[config.mk]
export PLATFORM = sky130hd
export DESIGN_NAME = eag_unit
export DESIGN_NICKNAME = d
export VERILOG_FILES = /design/src/rtl/eag_pkg.sv /design/src/rtl/eag_disp_ext.sv /design/src/rtl/eag_scaler.sv /design/src/rtl/eag_sum_mask.sv /design/src/rtl/eag_unit.sv
export SDC_FILE = /design/constraint.sdc
export NUM_CORES = 1
export LEC_CHECK = 0
export CAP_MARGIN = 20
export CORE_MARGIN = 2
export CORE_UTILIZATION = 30
export CTS_CLUSTER_SIZE = 20
export DETAILED_ROUTE_END_ITERATION = 12
export DONT_BUFFER_PORTS = 1
export MAX_ROUTING_LAYER = met4
export PLACE_DENSITY = 0.46
export SYNTH_ARGS = -nofsm -noshare
export SYNTH_HDL_FRONTEND = slang
export SYNTH_HIERARCHICAL = 1
export SYNTH_SLANG_ARGS = --single-unit
export TNS_END_PERCENT = 20
[constraint.sdc]
create_clock -name clk -period 7.7 [get_ports clk]
set_clock_uncertainty 0.05 [all_clocks]
set_input_delay 0.385 -clock clk [delete_from_list [all_inputs] [get_ports clk]]
set_output_delay 0.385 -clock clk [all_outputs]
set_load 0.01 [all_outputs]
[src/rtl/eag_pkg.sv]
package eag_pkg;

  typedef enum logic [1:0] {
    EA_NODISP = 2'b00,
    EA_DISP8  = 2'b01,
    EA_DISP32 = 2'b10,
    EA_REGOP  = 2'b11
  } ea_mode_e;

  function automatic logic mode_is_mem(input ea_mode_e m);
    return m != EA_REGOP;
  endfunction

endpackage

[src/rtl/eag_disp_ext.sv]
module eag_disp_ext
  import eag_pkg::*;
#(
  parameter int DISP_W = 32,
  parameter int SHORT_W = 8,
  parameter int CALC_W = 36
) (
  input  ea_mode_e            mode,
  input  logic [DISP_W-1:0]   disp_raw,
  output logic [CALC_W-1:0]   disp_ext
);

  logic [CALC_W-1:0] ext_short;
  logic [CALC_W-1:0] ext_long;

  assign ext_short = {{(CALC_W-SHORT_W){disp_raw[SHORT_W-1]}}, disp_raw[SHORT_W-1:0]};
  assign ext_long  = {{(CALC_W-DISP_W){disp_raw[DISP_W-1]}}, disp_raw};

  always_comb begin
    unique case (mode)
      EA_DISP8:  disp_ext = ext_short;
      EA_DISP32: disp_ext = ext_long;
      default:   disp_ext = '0;
    endcase
  end

  // R4 and R5 guards: no displacement means zero, the short form carries its sign upward
  always_comb begin
    if (mode == EA_NODISP)
      a_r4_no_disp: assert (disp_ext == '0) else $error("R4 displacement leaked");
    if (mode == EA_DISP8)
      a_r5_short_sign: assert ($signed(disp_ext) == $signed(disp_raw[SHORT_W-1:0]))
        else $error("R5 short displacement sign");
  end

endmodule

[src/rtl/eag_scaler.sv]
module eag_scaler #(
  parameter int ADDR_W = 32,
  parameter int SCALE_W = 2,
  parameter int CALC_W = 36
) (
  input  logic [ADDR_W-1:0]  index,
  input  logic [SCALE_W-1:0] scale,
  output logic [CALC_W-1:0]  scaled
);

  logic [CALC_W-1:0] index_wide;
  assign index_wide = CALC_W'(index);
  assign scaled = index_wide << scale;

  // R3 guard: shifting back recovers the index with nothing lost
  always_comb begin
    a_r3_shift_lossless: assert ((scaled >> scale) == index_wide)
      else $error("R3 index bits lost in shift");
  end

endmodule

[src/rtl/eag_sum_mask.sv]
module eag_sum_mask #(
  parameter int ADDR_W = 32,
  parameter int NARROW_W = 16,
  parameter int CALC_W = 36
) (
  input  logic [CALC_W-1:0] base_wide,
  input  logic [CALC_W-1:0] idx_term,
  input  logic [CALC_W-1:0] disp_term,
  input  logic              wide_sel,
  output logic [ADDR_W-1:0] addr
);

  logic [CALC_W-1:0] total;
  assign total = base_wide + idx_term + disp_term;

  generate
    if (NARROW_W < ADDR_W) begin : g_two_sizes
      always_comb begin
        if (wide_sel) addr = total[ADDR_W-1:0];
        else          addr = {{(ADDR_W-NARROW_W){1'b0}}, total[NARROW_W-1:0]};
      end
    end else begin : g_one_size
      assign addr = total[ADDR_W-1:0];
    end
  endgenerate

  // R9 guard: narrow size leaves the upper address bits clear
  always_comb begin
    if (!wide_sel && NARROW_W < ADDR_W)
      a_r9_narrow_upper: assert ((addr >> NARROW_W) == '0)
        else $error("R9 upper bits set in narrow size");
  end

endmodule

[src/rtl/eag_unit.sv]
module eag_unit
  import eag_pkg::*;
#(
  parameter int ADDR_W = 32,
  parameter int NARROW_W = 16,
  parameter int DISP_W = 32,
  parameter int SHORT_W = 8,
  parameter int SCALE_W = 2
) (
  input  logic               clk,
  input  logic               rst,
  input  logic               in_valid,
  input  logic [1:0]         mode,
  input  logic [SCALE_W-1:0] scale,
  input  logic               asize,
  input  logic [ADDR_W-1:0]  base,
  input  logic [ADDR_W-1:0]  index,
  input  logic [DISP_W-1:0]  disp_raw,
  output logic               out_valid,
  output logic               out_is_reg,
  output logic [ADDR_W-1:0]  out_addr
);

  localparam int MAX_SHIFT = (1 << SCALE_W) - 1;
  localparam int CALC_W = ADDR_W + MAX_SHIFT + 1;

  ea_mode_e          mode_e;
  logic [CALC_W-1:0] idx_term;
  logic [CALC_W-1:0] disp_term;
  logic [ADDR_W-1:0] addr_comb;
  logic              is_mem;

  assign mode_e = ea_mode_e'(mode);
  assign is_mem = mode_is_mem(mode_e);

  eag_disp_ext #(.DISP_W(DISP_W), .SHORT_W(SHORT_W), .CALC_W(CALC_W)) u_disp (
    .mode(mode_e), .disp_raw(disp_raw), .disp_ext(disp_term)
  );

  eag_scaler #(.ADDR_W(ADDR_W), .SCALE_W(SCALE_W), .CALC_W(CALC_W)) u_scale (
    .index(index), .scale(scale), .scaled(idx_term)
  );

  eag_sum_mask #(.ADDR_W(ADDR_W), .NARROW_W(NARROW_W), .CALC_W(CALC_W)) u_sum (
    .base_wide(CALC_W'(base)), .idx_term(idx_term), .disp_term(disp_term),
    .wide_sel(asize), .addr(addr_comb)
  );

  always_ff @(posedge clk) begin
    if (rst) begin
      out_valid  <= 1'b0;
      out_is_reg <= 1'b0;
      out_addr   <= '0;
    end else begin
      out_valid  <= in_valid && is_mem;
      out_is_reg <= in_valid && !is_mem;
      out_addr   <= (in_valid && is_mem) ? addr_comb : '0;
    end
  end

  a_r7_reg_has_no_addr: assert property (@(posedge clk) disable iff (rst)
    out_is_reg |-> (!out_valid && out_addr == '0));

  a_r2_request_answered: assert property (@(posedge clk) disable iff (rst)
    in_valid |=> (out_valid || out_is_reg));

  a_r2_idle_quiet: assert property (@(posedge clk) disable iff (rst)
    !in_valid |=> (!out_valid && !out_is_reg));

  a_r7_reg_mode_flag: assert property (@(posedge clk) disable iff (rst)
    (in_valid && mode == 2'b11) |=> (out_is_reg && !out_valid));

endmodule

=== Word-level counts from Yosys, hierarchy flattened ===
Cells that the tools add are included.

* Equality and inequality tests: 3
* Bitwise logic cells: 2
* Reductions and logical operators: 5
* Shift operators: 1
* $add $sub $neg: 2
* Muxes and demuxes: 1

{| class="wikitable"
|+ Operators with widths
! operator !! count
|-
| adder 32 bit || 2
|-
| one-hot mux 32 bit (2 select lines) || 1
|-
| left shift 32 x 2 -> 32 bit || 1
|-
| OR reduction 3 bit || 1
|-
| == test 2 x 1 -> 1 bit, second input constant || 1
|-
| == test 2 bit, second input constant || 1
|-
| logical AND 1 bit || 2
|-
| inequality test 2 bit, second input constant || 1
|-
| NOT 1 bit || 2
|-
| OR reduction 2 bit || 1
|-
| logical NOT 1 bit || 1
|}

* Register bits: 34
* Bits of input ports: 104
* Logic and storage cells: 18
* Output and inout bits: 34

=== Depth between registers and ports, before layout ===
Gate-level depths: netlist of run 1.

* Word-level depth: 4
* Mapped depth: 18
* Mapped depth without buffers: 17

=== Modules after synthesis ===
Netlist of run 1, hierarchy kept.

{| class="wikitable"
|+ By module, submodules not included
! module !! times used !! seq. area each (µm²) !! cells each !! area each (µm²)
|-
| eag_sum_mask || 1 || 0.0 || 293 || 2376.0
|-
| eag_unit || 1 || 680.7 || 80 || 1208.7
|-
| eag_scaler || 1 || 0.0 || 78 || 757.0
|-
| eag_disp_ext || 1 || 0.0 || 74 || 405.4
|}

=== Least setup slack after synthesis of run 1 ===
Ideal clock, no wire load.

* Path type: input to register
* Start point: input port mode[0]
* End point: register out_addr[25]
* Data required time: 7570 ps
* Library setup time: 80 ps
* Path buffers: 1
* Arrival time: 3546 ps
* Cell stages on the path: 16
* Setup slack: 4024 ps
* Cell sequence: inv_1 > ha_1 > buf_6 > o21ba_4 > and2_1 > fa_1 > ha_1 > fa_1 > a21oi_1 > o22ai_1 > o211ai_2 > a21oi_2 > o21a_1 > a211o_1 > mux2i_1 > nor3b_1

* Elaborated cells between the ends (all ways): 8
* Classes of those cells: add/sub (1); eq/ne (3); mux (1); bitwise (1); reduce/logical (2)

{| class="wikitable"
|+ RTL lines
! what !! line !! RTL
|-
| start: declaration || eag_unit.sv:13 || <nowiki>input logic [1:0] mode,</nowiki>
|-
| == test 2 bit or == test 2 x 1 -> 1 bit (tied branches) || -- ||
|-
| one-hot mux 32 bit (2 select lines) (*) || eag_disp_ext.sv:20 || <nowiki>unique case (mode)</nowiki>
|-
| net disp_term[1] || eag_unit.sv:29 || <nowiki>logic [CALC_W-1:0] disp_term;</nowiki>
|-
| adder 32 bit (*) || eag_sum_mask.sv:14 || <nowiki>assign total = base_wide + idx_term + disp_term;</nowiki>
|-
| end signal: assignment || eag_unit.sv:57 || <nowiki>out_addr <= (in_valid && is_mem) ? addr_comb : '0;</nowiki>
|-
| end: declaration || eag_unit.sv:21 || <nowiki>output logic [ADDR_W-1:0] out_addr</nowiki>
|}

The timed path passes the listed nets; every way through them passes the cells marked *.
A chain may end at the register's enable or synchronous reset.

=== Worst setup path after layout of run 1 ===
Ends and elaborated chain as after synthesis.

==> impl_metrics.yaml, run 1 <==
timing:
  fmax_mhz: 242
  relSlewSlack_pct: 44.1
  maxSlewViolCount: 0
  setup_tns_ns: 0
  setup_violations: 0
  rsz0062_at_grt: "no"
  final_hold_viol_count: 0
  period_minus_slack_ns: 4.13
  period_share_pct: 53.6
  worst_pin_slew_ns: 0.839
setup_path:
  cp.required_ns: 7.85
  crit_path_end_kind: "flop"
  crit_chain: "inv_1 > ha_1 > o21ba_4 > and2_1 > fa_1 > ha_1 > fa_1 > a21oi_1 > o22ai_1 > o211ai_2 > a21oi_2 > o21a_1 > a211o_1 > mux2i_1 > nor3b_1"
  critical_path.max_stage_delay_ns: 0.80
  cp-start-kind: "input port"
  crit_fanout: 25
  path_class: "input port to flop"
  cp_slowest_cell: "ha_1"
  crit_arrival_ns: 4.27
floorplan:
  die_w_um: 129
  core_area_um2: 15200
  ioPinCount: 138
  rows: 45
  start_util_pct: 30.8
  die_y_um: 129
  dieArea_um2: 16600
detailed_routing:
  wl_per_cell_um: 19.7
  wirelength_um: 13400
  detail-route-antenna-nets: 0
  firstDrtPassIters: 4
  drcViolationCount: 0
  viasPerCell: 5.36
  vias: 3632
  drtIter0Drc: 130
power:
  p_comb_share_pct: 58.5
  ir_worst_vdd_v: 0.0000862
  p_int_mw: 0.551
  p_leak_nw: 1.94
  cellPowerDensity_nw_per_um2: 204
  p_sw_mw: 0.421
  pwr-share-seq_pct: 21.6
  clkPwrFrac_pct: 19.9
  swShare_pct: 43.3
finish:
  nFillCells: 1624
  final_cell_count_no_fill: 678
  postLayoutCellArea_um2: 4760
  syn_to_final_growth_pct: 1.82
  n_antenna_cell: 0
  layout.nets: 657
  largest_reg_flops: 32
  drive_gt1_share_pct: 11.0
clock_network:
  postCtsHoldBufs: 0
  clockBufferDepth: 2
  cts_buffers: 5
  tritoncts: "built"
  cts.sink_count: 34
  cts.repair.resized: 0
  ctsHtreeMaxLevel: 2
  clkTransAtPathRegs_ns: 0.06
  cts_setup_buffers: 0
  root_buffer: "clkbuf_16"
grt:
  overflow: 0
  grt_pass1_vias: 4042
  grt.total_usage_pct: 17.1
  antenna_found_initial: 0
  grt_pass1_wl_um: 21600
  grt_max_degree: 35
synth:
  syn_nets: 682
  syn_avg_cell_area_um2: 9.10
  syn_area_um2: 4680
  yosysWarnings: 6
  syn_inst: 514
worst_hold_path:
  min_path_type: "input port to flop"
job:
  max_cap_viol_count: 0
placed_design:
  dp.cells: 670
  routabilityCongestion: 0.885
  dpl-instance-area_um2: 4620
  dp_hpwl_um: 11400
  io_buffers: 0
outcome:
  outcome: "complete, no violations"
[metal layers]
metal / wire length (um) / GRT usage, %
met1: 5220 / 18.2
met2: 7170 / 32.5
met3: 836 / 4.57
met4: 156 / 2.24
met5: 0 / -
[worst max-delay path: cells and delay by family]
family                     cells  cell delay (ns)
adders and majority gates      4             1.91
AOI/OAI and AO/OA              7             1.45
and+or+nand+nor                2             0.36
muxes                          1             0.13
buffers and inverters          1             0.02
[power by group through the flow]
stage | clock (mW) | combinational, mW | sequential [mW]
finish | 0.193 | 0.568 | 0.210
global route | 0.210 | 0.641 | 0.212
CTS | 0.200 | 0.577 | 0.212
detailed placement | 0 | 0.573 | 0.215
global placement | 0 | 0.575 | 0.216
floorplan | 0 | 0.457 | 0.211
[cell usage in the layout (no fill, tap or decap), types with 2 or more instances in the layout]
| master | count |
|---|---|
| clkbuf_16 | 5 |
| o21ai_0 | 18 |
| o21ai_1 | 3 |
| ha_1 | 32 |
| and3_1 | 3 |
| nor3b_1 | 4 |
| o21bai_1 | 4 |
| mux2i_1 | 62 |
| a211oi_2 | 2 |
| a21oi_1 | 56 |
| nand2b_1 | 2 |
| nand2_1 | 54 |
| inv_1 | 13 |
| nand2_2 | 2 |
| xor2_1 | 14 |
| o22ai_1 | 2 |
| a21o_1 | 5 |
| o211ai_1 | 6 |
| nand3_1 | 10 |
| a31oi_1 | 2 |
| and2_4 | 2 |
| fa_1 | 32 |
| dfxtp_1 | 34 |
| nor2_1 | 26 |
| or2_2 | 2 |
| o21a_1 | 6 |
| and2_1 | 10 |
| nand4_1 | 8 |
| xnor2_1 | 11 |
| a21boi_0 | 2 |
| nor3b_2 | 29 |
| nor3_1 | 4 |
| a21oi_2 | 4 |
[worst paths after layout]
check | start | cells past startpoint | end | slack [ns]
worst max-delay path | mode[0] | 15 | out_addr[25]$_SDFF_PP0_ | 3.57
worst min-delay path | mode[1] | 2 | out_is_reg$_SDFF_PP0_ | 0.17
[final cells by class]
cell class,count,area [um^2],area share (%)
multi-input cells,435,3660,76.8
inverters,13,48.8,1.02
flip-flops and latches,34,681,14.3
clock buffers,6,129,2.70
well taps,188,235,4.94
clock inverters,2,13.8,0.289
[per-stage QoR]
stage | hold WS, ns | setup WS (ns) | total power [mW] | utilization (%)
6_report | 0.171 | 3.57 | 0.972 | 31.3
5_1_grt | 0.176 | 3.31 | 1.06 | 31.3
4_1_cts | 0.162 | 3.57 | 0.989 | 31.3
3_5_place_dp | 0.459 | 3.25 | 0.788 | 30.4
3_3_place_gp | 0.458 | 3.34 | 0.791 | 30.4
2_1_floorplan | 0.454 | 4.02 | 0.667 | -
(Power assumes the default switching activity.)
==> run 2, diff against run 1 <==
==> constraint.sdc (replaced) <==
create_clock -name clk -period 4.2 [get_ports clk]
set_clock_uncertainty 0.05 [all_clocks]
set_input_delay 0.21 -clock clk [delete_from_list [all_inputs] [get_ports clk]]
set_output_delay 0.21 -clock clk [all_outputs]
set_load 0.01 [all_outputs]
==> run 2 against run 1 <==
Net effect: clock power is 76% higher; largest cell class unchanged; highest routed layer unchanged; flip-flop and latch count stayed put; cell count is 0.59% higher; die area stayed put; non-clock buffer count is 5 higher; routed wire length is 0.58% lower; critical endpoint is now out_addr[31]$_SDFF_PP0_.
==> impl_metrics.yaml, run 2 (synthesized netlist as in run 1, its figures left out) <==
detailed_routing:
  wl_per_cell_um: 19.5
  drtIter0Drc: 152
  wirelength_um: 13300
  firstDrtPassIters: 4
  vias: 3590
  drcViolationCount: 0
  detail-route-antenna-nets: 0
  viasPerCell: 5.26
grt:
  antenna_found_initial: 0
  grt_pass1_vias: 3979
  grt.total_usage_pct: 17.2
  overflow: 0
  grt_pass1_wl_um: 21700
  grt_max_degree: 35
floorplan:
  die_w_um: 129
  start_util_pct: 30.8
  core_area_um2: 15200
  rows: 45
  die_y_um: 129
  dieArea_um2: 16600
  ioPinCount: 138
setup_path:
  crit_cells: 15
  crit_path_end_kind: "flop"
  path_class: "input port to flop"
  crit_family: "compound AO/OA/AOI/OAI gates"
  cp.required_ns: 4.34
  cp-start-kind: "input port"
  crit_fanout: 8
  crit_chain: "inv_1 > ha_1 > o21ba_4 > and2_1 > fa_1 > ha_1 > fa_1 > a21oi_1 > o22ai_1 > o211ai_1 > a21oi_2 > o21ai_1 > nand3_1 > a21oi_1 > nor3b_1"
  critical_path.max_stage_delay_ns: 0.43
  crit_arrival_ns: 3.60
  path_buf_inv: 1
  cp_slowest_cell: "fa_1"
timing:
  worst_pin_slew_ns: 0.570
  setup_tns_ns: 0
  period_share_pct: 82.2
  rsz0062_at_grt: "no"
  relSlewSlack_pct: 62.0
  period_minus_slack_ns: 3.45
  setup_violations: 0
  final_hold_viol_count: 0
  holdWs_ns: 0.151
  maxSlewViolCount: 0
  fmax_mhz: 289
clock_network:
  cts_buffers: 5
  clkTransAtPathRegs_ns: 0.05
  cts_setup_buffers: 0
  root_buffer: "clkbuf_16"
  ctsHtreeMaxLevel: 2
  tritoncts: "built"
  cts.sink_count: 34
  clockBufferDepth: 2
finish:
  largest_reg_flops: 32
  layout.nets: 662
  final_cell_mix: "mux2i_1, a21oi_1, nand2_1"
  syn_to_final_growth_pct: 2.59
  n_antenna_cell: 0
  final_common_cell: "mux2i_1"
  drive_gt1_share_pct: 11.3
placed_design:
  dp_hpwl_um: 11500
  routabilityCongestion: 0.847
  io_buffers: 0
outcome:
  outcome: "complete, no violations"
power:
  cellPowerDensity_nw_per_um2: 368
  p_leak_nw: 1.96
  ir_worst_vdd_v: 0.000165
job:
  max_cap_viol_count: 0
worst_hold_path:
  min_path_cells: 3
  min_path_type: "input port to flop"
  whs_endpoint: "out_addr[25]$_SDFF_PP0_"
  hold_start: "asize"
[run 2: cell types whose count changed in the layout (fill, tap and decap cells not counted), sizes merged]
cell / before / now
clkinv: 2 / 0
dlygate4sd3: 0 / 2
buf: 0 / 3
clkinvlp: 0 / 1
[run 2: stage by stage]
step | worst slack, ns | instances | cell area (um^2) | power (mW) | util (%)
4_1_cts | 0.727 | 682 | 4800 | 1.81 | 31.6
3_5_place_dp | 0.464 | 673 | 4640 | 1.45 | 30.6
6_report | 0.746 | 682 | 4800 | 1.77 | 31.6
2_1_floorplan | 0.699 | 514 | 4680 | 1.22 | -
3_3_place_gp | 0.450 | 673 | 4640 | 1.45 | 30.6
5_1_grt | 0.507 | 682 | 4800 | 1.95 | 31.6
[run 2: worst max-delay path by stage]
stage / startpoint / to / slack (ns)
after global placement: mode[0] / out_addr[31]$_SDFF_PP0_ / 0.45
after global routing: mode[0] / out_addr[31]$_SDFF_PP0_ / 0.51
final: mode[0] / out_addr[31]$_SDFF_PP0_ / 0.75
after detailed placement: mode[0] / out_addr[31]$_SDFF_PP0_ / 0.46
after CTS: mode[0] / out_addr[31]$_SDFF_PP0_ / 0.73
after floorplan: mode[0] / out_addr[25]$_SDFF_PP0_ / 0.70
[run 2: cell type report]
cell class	count	area, um^2
Multi-Input combinational cell	435	3660
Tap cell	188	235
Timing Repair Buffer	5	42.5
Fill cell	1662	10400
Sequential cell	34	681
Clock buffer	6	129
Clock inverter	1	7.51
Inverter	13	48.8
[run 2: where the power goes]
group          switching, mW  leakage (nW)  internal [mW]
Sequential            0.0292         0.277          0.356
Clock                  0.125        0.0629          0.216
Combinational          0.603          1.62          0.438
[run 2: routing by layer]
layer | vias to the layer above | global-route usage (%) | share of wire, %
li1 | 1787 | - | -
met1 | 1703 | 18.0 | 38
met4 | 0 | 1.15 | 0.19
met3 | 5 | 5.41 | 7.3
met5 | - | - | 0
met2 | 95 | 32.9 | 55
[run 2: timing repair]
action	in CTS	in global routing
resized for setup	0	0
endpoints found under the hold margin	1	0
setup endpoints to repair	0	0
hold buffers	2	0
==> run 3, diff against run 2 <==
--- a/config.mk
+++ b/config.mk
@@ -12,7 +12,7 @@
 export DETAILED_ROUTE_END_ITERATION = 12
 export DONT_BUFFER_PORTS = 1
 export MAX_ROUTING_LAYER = met4
-export PLACE_DENSITY = 0.46
+export PLACE_DENSITY = 0.47
 export SYNTH_ARGS = -nofsm -noshare
 export SYNTH_HDL_FRONTEND = slang
 export SYNTH_HIERARCHICAL = 1
==> constraint.sdc (replaced) <==
create_clock -name clk -period 3.1 [get_ports clk]
set_clock_uncertainty 0.05 [all_clocks]
set_input_delay 0.155 -clock clk [delete_from_list [all_inputs] [get_ports clk]]
set_output_delay 0.155 -clock clk [all_outputs]
set_load 0.01 [all_outputs]
==> run 3 against run 2 <==
Net effect: critical path depth increased by 1; routed wire length rose by 0.68%; via count increased by 10%; sequential share of layout area fell by 2.1 points.
==> impl_metrics.yaml, run 3 (synthesized netlist as in run 1, its figures left out) <==
outcome:
  outcome: "complete, no violations"
power:
  power_mw: 2.86
  p_leak_nw: 2.38
  ir_worst_vdd_v: 0.000215
  cellPowerDensity_nw_per_um2: 509
grt:
  grt.total_usage_pct: 17.1
  antenna_found_initial: 0
  grt_pass1_vias: 4430
  grt_max_degree: 35
  overflow: 0
  grt_pass1_wl_um: 21800
timing:
  period_share_pct: 96.5
  holdWs_ns: 0.107
  period_minus_slack_ns: 2.99
  relSlewSlack_pct: 60.7
  final_hold_viol_count: 0
  setup_tns_ns: 0
  setup_slack_ns: 0.110
  maxSlewViolCount: 0
  setup_violations: 0
  worst_pin_slew_ns: 0.590
  fmax_mhz: 334
  rsz0062_at_grt: "yes"
finish:
  layout.nets: 740
  largest_reg_flops: 32
  final_cell_mix: "buf_4, mux2i_1, nand2_1"
  syn_to_final_growth_pct: 20.0
  drive_gt1_share_pct: 29.8
  postLayoutCellArea_um2: 5620
  final_core_util_pct: 36.9
  nFillCells: 1587
  n_antenna_cell: 0
  final_cell_count_no_fill: 761
  final_common_cell: "buf_4"
placed_design:
  dp.cells: 749
  routabilityCongestion: 0.844
  place_ws_ns: -0.434
  dp_hpwl_um: 11500
  dpl-instance-area_um2: 5270
  io_buffers: 0
clock_network:
  tritoncts: "built"
  cts.sink_count: 34
  ctsHtreeMaxLevel: 2
  clkTransAtPathRegs_ns: 0.05
  cts_buffers: 5
  clockBufferDepth: 2
  root_buffer: "clkbuf_16"
detailed_routing:
  drtIter0Drc: 150
  detail-route-antenna-nets: 0
  vias: 3949
  wirelength_um: 13400
  firstDrtPassIters: 4
  wl_per_cell_um: 17.6
  viasPerCell: 5.19
  drcViolationCount: 0
worst_hold_path:
  whs_endpoint: "out_addr[25]$_SDFF_PP0_"
  min_path_cells: 3
  hold_start: "asize"
  min_path_type: "input port to flop"
setup_path:
  path_buf_inv: 3
  cp.required_ns: 3.25
  crit_fanout: 15
  path_class: "input port to flop"
  crit_arrival_ns: 3.14
  cp-start-kind: "input port"
  crit_chain: "inv_6 > ha_4 > buf_6 > nand2_1 > a21oi_2 > fa_1 > ha_1 > buf_4 > nand4_1 > o211ai_1 > o211ai_2 > a21oi_2 > nor2_2 > o21bai_1 > mux2i_1 > nor3b_2"
  cp_slowest_cell: "fa_1"
  crit_top_cell: "a21oi_2"
  crit_family: "compound AO/OA/AOI/OAI gates"
  crit_path_end_kind: "flop"
  critical_path.max_stage_delay_ns: 0.45
job:
  max_cap_viol_count: 0
floorplan:
  dieArea_um2: 16600
  core_area_um2: 15200
  rows: 45
  start_util_pct: 30.8
  ioPinCount: 138
  die_w_um: 129
  die_y_um: 129
[run 3: where the power goes]
| part | internal (mW) | switching (mW) |
|---|---|---|
| combinational | 0.931 | 0.909 |
| clock | 0.317 | 0.179 |
| sequential | 0.481 | 0.0424 |
| total | 1.73 | 1.13 |
[run 3: worst max path at each step]
stage                                    to  cells past startpoint  slack (ns)     from
floorplan           out_addr[25]$_SDFF_PP0_                     15       -0.09  mode[1]
global placement    out_addr[31]$_SDFF_PP0_                     14       -0.44  mode[1]
detailed placement  out_addr[31]$_SDFF_PP0_                     14       -0.43  mode[1]
CTS                 out_addr[31]$_SDFF_PP0_                     15       -0.03  mode[1]
global route        out_addr[21]$_SDFF_PP0_                     16       -0.09  mode[0]
finish              out_addr[21]$_SDFF_PP0_                     16        0.11  mode[0]
[run 3: final cells by class]
cell class              instances  area [um^2]  area share [%]
clock buffers                   6          139            2.47
clock inverters                 2         12.5           0.223
inverters                      13         53.8           0.958
multi-input cells             435         3850            68.5
flip-flops and latches         34          681            12.1
well taps                     188          235            4.19
repair buffers                 83          648            11.5
[run 3: per-layer routing]
layer  wire [um]  global-route usage [%]
met1        4990                    17.0
met2        7250                    33.2
met3         937                    4.86
met4         218                    3.13
met5           0                       -
[run 3: repair_timing]
item                                   in CTS  in global routing
endpoints found under the hold margin       1                  0
hold buffers                                2                  0
setup buffers                               0                  2
setup endpoints to repair                  13                 17
pin swaps                                   0                 18
gates resized for setup                     4                 34
